===== src/rtl/beam_latch_pkg.sv =====
package beam_latch_pkg;
  typedef enum logic {
    SEL_LO = 1'b0,
    SEL_HI = 1'b1
  } byte_sel_e;

  localparam int AXIS_H = 0;
  localparam int AXIS_V = 1;
  localparam int N_AXES = 2;
endpackage


===== src/rtl/beam_capture_trig.sv =====
module beam_capture_trig (
  input  logic clk,
  input  logic rst,
  input  logic latch_en,
  input  logic sw_latch_rd,
  input  logic stat_rd,
  output logic capture,
  output logic latched_flag
);
  logic en_q;

  // enable line remembered as low after reset so a high line at release is no edge
  always_ff @(posedge clk) begin
    if (rst) en_q <= 1'b0;
    else     en_q <= latch_en;
  end

  assign capture = (sw_latch_rd & latch_en) | (en_q & ~latch_en);

  // set wins over clear so a capture is never lost
  always_ff @(posedge clk) begin
    if (rst)          latched_flag <= 1'b0;
    else if (capture) latched_flag <= 1'b1;
    else if (stat_rd) latched_flag <= 1'b0;
  end
endmodule


===== src/rtl/beam_axis_latch.sv =====
module beam_axis_latch
  import beam_latch_pkg::*;
#(
  parameter int CNT_W  = 9,
  parameter int DATA_W = 8
) (
  input  logic              clk,
  input  logic              rst,
  input  logic              capture,
  input  logic [CNT_W-1:0]  cnt,
  input  logic              rd,
  input  logic              sel_clr,
  input  logic [DATA_W-1:0] bus_last,
  output logic [CNT_W-1:0]  value,
  output logic [DATA_W-1:0] byte_out
);
  localparam int HI_W = CNT_W - DATA_W;

  byte_sel_e         sel;
  logic [DATA_W-1:0] hi_byte;

  always_ff @(posedge clk) begin
    if (rst)          value <= '0;
    else if (capture) value <= cnt;
  end

  always_ff @(posedge clk) begin
    if (rst || sel_clr) sel <= SEL_LO;
    else if (rd)        sel <= (sel == SEL_LO) ? SEL_HI : SEL_LO;
  end

  always_comb begin
    hi_byte = bus_last;
    hi_byte[HI_W-1:0] = value[CNT_W-1:DATA_W];
  end

  assign byte_out = (sel == SEL_HI) ? hi_byte : value[DATA_W-1:0];
endmodule


===== src/rtl/beam_read_mux.sv =====
module beam_read_mux #(
  parameter int DATA_W = 8
) (
  input  logic              clk,
  input  logic              rst,
  input  logic              h_rd,
  input  logic              v_rd,
  input  logic              sw_rd,
  input  logic [DATA_W-1:0] h_byte,
  input  logic [DATA_W-1:0] v_byte,
  input  logic [DATA_W-1:0] bus_last,
  output logic [DATA_W-1:0] rd_data
);
  always_ff @(posedge clk) begin
    if (rst)        rd_data <= '0;
    else if (h_rd)  rd_data <= h_byte;
    else if (v_rd)  rd_data <= v_byte;
    else if (sw_rd) rd_data <= bus_last;
  end
endmodule


===== src/rtl/beam_latch_readout.sv =====
module beam_latch_readout
  import beam_latch_pkg::*;
#(
  parameter int CNT_W  = 9,
  parameter int DATA_W = 8
) (
  input  logic              clk,
  input  logic              rst,
  input  logic [CNT_W-1:0]  h_count,
  input  logic [CNT_W-1:0]  v_count,
  input  logic              latch_en,
  input  logic              sw_latch_rd,
  input  logic              h_rd,
  input  logic              v_rd,
  input  logic              stat_rd,
  input  logic [DATA_W-1:0] bus_last,
  output logic [DATA_W-1:0] rd_data,
  output logic              latched_flag
);
  logic                    capture;
  logic [CNT_W-1:0]        cnt_arr [N_AXES];
  logic                    rd_arr  [N_AXES];
  logic [CNT_W-1:0]        val_arr [N_AXES];
  logic [DATA_W-1:0]       byte_arr[N_AXES];
  logic [CNT_W-1:0]        h_val;
  logic [CNT_W-1:0]        v_val;

  assign cnt_arr[AXIS_H] = h_count;
  assign cnt_arr[AXIS_V] = v_count;
  assign rd_arr[AXIS_H]  = h_rd;
  assign rd_arr[AXIS_V]  = v_rd;
  assign h_val = val_arr[AXIS_H];
  assign v_val = val_arr[AXIS_V];

  beam_capture_trig u_trig (
    .clk          (clk),
    .rst          (rst),
    .latch_en     (latch_en),
    .sw_latch_rd  (sw_latch_rd),
    .stat_rd      (stat_rd),
    .capture      (capture),
    .latched_flag (latched_flag)
  );

  for (genvar g = 0; g < N_AXES; g++) begin : g_axis
    beam_axis_latch #(.CNT_W(CNT_W), .DATA_W(DATA_W)) u_axis (
      .clk      (clk),
      .rst      (rst),
      .capture  (capture),
      .cnt      (cnt_arr[g]),
      .rd       (rd_arr[g]),
      .sel_clr  (stat_rd),
      .bus_last (bus_last),
      .value    (val_arr[g]),
      .byte_out (byte_arr[g])
    );
  end

  beam_read_mux #(.DATA_W(DATA_W)) u_mux (
    .clk      (clk),
    .rst      (rst),
    .h_rd     (h_rd),
    .v_rd     (v_rd),
    .sw_rd    (sw_latch_rd),
    .h_byte   (byte_arr[AXIS_H]),
    .v_byte   (byte_arr[AXIS_V]),
    .bus_last (bus_last),
    .rd_data  (rd_data)
  );
endmodule


===== config.mk =====
export PLATFORM = sky130hd
export DESIGN_NAME = beam_latch_readout
export DESIGN_NICKNAME = d
export VERILOG_FILES = /design/src/rtl/beam_latch_pkg.sv /design/src/rtl/beam_capture_trig.sv /design/src/rtl/beam_axis_latch.sv /design/src/rtl/beam_read_mux.sv /design/src/rtl/beam_latch_readout.sv
export SDC_FILE = /design/constraint.sdc
export NUM_CORES = 1
export LEC_CHECK = 0
export ABC_CLOCK_PERIOD_IN_PS = 1510
export BUFFER_PORTS_ARGS = -buffer_cell sky130_fd_sc_hd__buf_2
export CORE_MARGIN = 4
export CORE_UTILIZATION = 50
export CTS_BUF_LIST = sky130_fd_sc_hd__clkbuf_16
export DETAILED_ROUTE_END_ITERATION = 10
export GPL_TIMING_DRIVEN = 0
export PLACE_DENSITY = 0.77
export SLEW_MARGIN = 20
export SYNTH_ARGS = -nofsm -noshare
export SYNTH_HDL_FRONTEND = slang
export SYNTH_SLANG_ARGS = --single-unit
export TNS_END_PERCENT = 5

===== constraint.sdc =====
create_clock -name clk -period 1.51 [get_ports clk]
set_clock_uncertainty 0.2 [all_clocks]
set_input_delay 0.151 -clock clk [delete_from_list [all_inputs] [get_ports clk]]
set_output_delay 0.151 -clock clk [all_outputs]
set_load 0.01 [all_outputs]

==> impl_metrics.py <==
metrics = {
    "setup_path": {
        "cp.buffers_inverters": 1,
        "crit_path_max_incr_delay_ps": 300,
        "cp_max_fo": 10,
        "setup.worst_path.end_class": "register",
        "arrival_ps": 1390,
        "worstSetupPathType": "register to register",
        "path_cells": "buf_2 > nand2b_2 > a211oi_1 > o21ai_1",
        "critPathTopFamily": "compound AO/OA/AOI/OAI gates",
        "critPathRequiredTime_ps": 1480,
        "startpoint_type": "register",
        "slowest_stage": "dfxtp_1",
    },
    "layout": {
        "area_growth_pct": 45.2,
        "drive_gt1_share_pct": 35.5,
        "seq_area_um2": 601,
        "multi_input_area_um2": 764,
        "n_fill_cell": 207,
        "fin_nets": 263,
        "antennaDiodeCount": 0,
    },
    "die": {
        "io_pins": 42,
        "fp.dieW_um": 61.8,
        "die_y_um": 61.8,
        "start_util_pct": 52.5,
        "rows": 19,
        "coreArea_mm2": 0.00276,
        "dieArea_mm2": 0.00382,
    },
    "synthesis": {
        "syn_area_mm2": 0.00145,
        "ys_seq_elements": 30,
        "synth_cells": 155,
        "yosysWarnings": 0,
        "synthTopCellsByArea": "dfxtp_1, nand2_1, mux2i_1",
        "syn_avg_cell_area_um2": 9.33,
        "yosysSeqAreaShare_pct": 41.5,
        "yosysTopAreaCell": "dfxtp_1",
        "synth_cell_types": 25,
        "yosys_most_used_dff": "dfxtp_1",
        "syn_nets": 188,
        "synth_edf_count": 0,
        "yosys.area.top_type_share_pct": 41.5,
        "ys_async_sr_fraction_pct": 0,
    },
    "timing": {
        "rsz0062_at_grt": "yes",
        "setup_ws_ps": 86.3,
        "min_period_ps": 1420,
        "relSlewSlack_pct": 64.2,
        "drv_slew": 0,
        "worst_pin_slew_ps": 535,
        "finalHoldViolCount": 0,
        "setup_violations": 0,
        "period_share_pct": 94.3,
        "fin_tns_setup_ps": 0,
        "max_freq_ghz": 0.702,
    },
    "cts": {
        "clock_latency_ps": 280,
        "root_buffer": "clkbuf_16",
        "cts_setup_buffers": 0,
        "path_clk_slew_ps": 50,
        "cts_buffer_depth": 2,
        "cts_sinks": 30,
        "htreeDepth": 2,
        "cts_buffers": 5,
        "cts_tree": "built",
    },
    "power_and_ir_drop": {
        "p_sw_share_pct": 25.1,
        "power_density_mw_per_mm2": 1040,
        "p_seq_share_pct": 40.1,
        "peakVddDrop_mv": 1.15,
        "power_frac_comb_pct": 16.8,
        "clockPowerShare_pct": 43.1,
        "leakage_uw": 0.000895,
        "p_sw_uw": 547,
        "p_int_uw": 1630,
    },
    "global_routing": {
        "track_usage_pct": 22.9,
        "overflow": 0,
        "grt_pass1_wl_um": 6200,
        "grt_start_max_net_pins": 11,
        "antenna_found_initial": 0,
        "grt_pass1_vias": 1362,
    },
    "outcome": {
        "status": "finished, final reports clean",
    },
    "detailed_routing": {
        "vias": 1391,
        "antenna_left": 0,
        "drc": 0,
        "routed_via_density": 5.31,
        "drtPass1Iterations": 4,
        "wl_per_cell_um": 14.2,
        "drt_iter0_drc": 53,
        "drt-total-wl_um": 3710,
    },
    "placement": {
        "dpl_worst_slack_ps": 79.0,
        "dpl.hpwl_um": 2590,
        "io_buffers": 41,
        "place_congestion": 0.822,
    },
    "worst_hold_path": {
        "hold_class": "input port to register",
    },
    "job": {
        "drv_cap": 0,
    },
}
layer usage:
layer,track usage [%],vias to the layer above,part of all wire [%],wire [um]
met5,0,-,0,0
met4,13.9,0,2.6,97
met3,5.58,8,7.7,285
met2,37.2,50,48,1770
met1,27.2,641,42,1560
li1,-,692,-,-
placed cells by master (no fill, tap or decap), types with 3 or more instances in the layout:
cell	synthesis	routed
o21ai_1	7	7
a21oi_1	10	10
dfxtp_1	30	30
and3b_1	7	7
mux2i_1	9	9
a21oi_2	10	10
dlygate4sd3_1	0	27
nor3_1	3	3
buf_2	6	47
clkbuf_16	0	5
nand2_1	33	33
nand2_2	10	10
a211oi_1	7	7
a211o_1	7	7
worst reg2reg max path, stage by stage, from the launching register on:
cell and delay (ps):
dfxtp_1 300, buf_2 170, nand2b_2 260, a211oi_1 300, o21ai_1 100
per-stage QoR:
stage	total power, uW	cell area (um^2)	hold WS [ps]	utilization, %	instances
after floorplan	1080	1450	28.4	-	155
after CTS	2180	2100	28.6	76.1	262
after global routing	2260	2100	43.0	76.2	262
after detailed placement	1200	1690	155	61.3	227
final	2180	2100	17.4	76.2	262
after global placement	1180	1690	153	61.3	227
power by group through the flow:
| stage | Combinational (uW) | Sequential (uW) | Clock, uW |
|---|---|---|---|
| 3_3_place_gp | 298 | 886 | 0 |
| 6_report | 366 | 874 | 938 |
| 2_1_floorplan | 190 | 890 | 0 |
| 5_1_grt | 403 | 879 | 981 |
| 4_1_cts | 362 | 873 | 944 |
| 3_5_place_dp | 307 | 889 | 0 |
path summary, 6_finish.rpt:
| path | slack (ps) | to | cells past startpoint | from |
|---|---|---|---|---|
| max | 90 | u_mux.rd_data[1] | 4 | g_axis[1].u_axis.sel |
| min | 20 | u_mux.rd_data[1] | 3 | rst |
| max reg2reg | 90 | u_mux.rd_data[1] | 4 | g_axis[1].u_axis.sel |
| min reg2reg | 240 | u_mux.rd_data[1] | 2 | u_mux.rd_data[1] |
sequential cells by signal, indices dropped and copies added (netlist names):
name,flops
g_axis.u_axis.value,18
u_mux.rd_data,8
g_axis.u_axis.sel,2
u_trig.en_q,1
u_trig.latched_flag,1
logic make-up after synthesis:
kind of cell | Yosys count | share of synthesized area, %
multiplexers | 11 | 8.82
AND/OR/NAND/NOR | 58 | 21.6
buffers and inverters | 11 | 5.80
AO/OA/AOI/OAI | 43 | 21.0
flip-flops | 30 | 41.5
XOR/XNOR | 2 | 1.21
synth_stat cells (all sizes together) (2+ instances only):
cell	count
buf	10
a21oi	20
nand2b	2
dfxtp	30
o21ai	7
xnor2	2
a211o	7
nand2	43
a211oi	7
nor3	4
mux2i	10
and3b	7
repair_timing:
item | in CTS | in global routing
endpoints found under the hold margin | 29 | 0
endpoints found under the setup margin | 0 | 6
hold buffers | 27 | 0
gates resized for setup | 0 | 1
layout make-up:
cell class / instances / area share [%]
inverters: 1 / 0.179
multi-input cells: 114 / 36.4
clock inverters: 3 / 0.596
flip-flops and latches: 30 / 28.6
repair buffers: 68 / 22.6
plain buffers: 10 / 3.81
well taps: 31 / 1.85
clock buffers: 5 / 5.96
(Power assumes the default switching activity.)
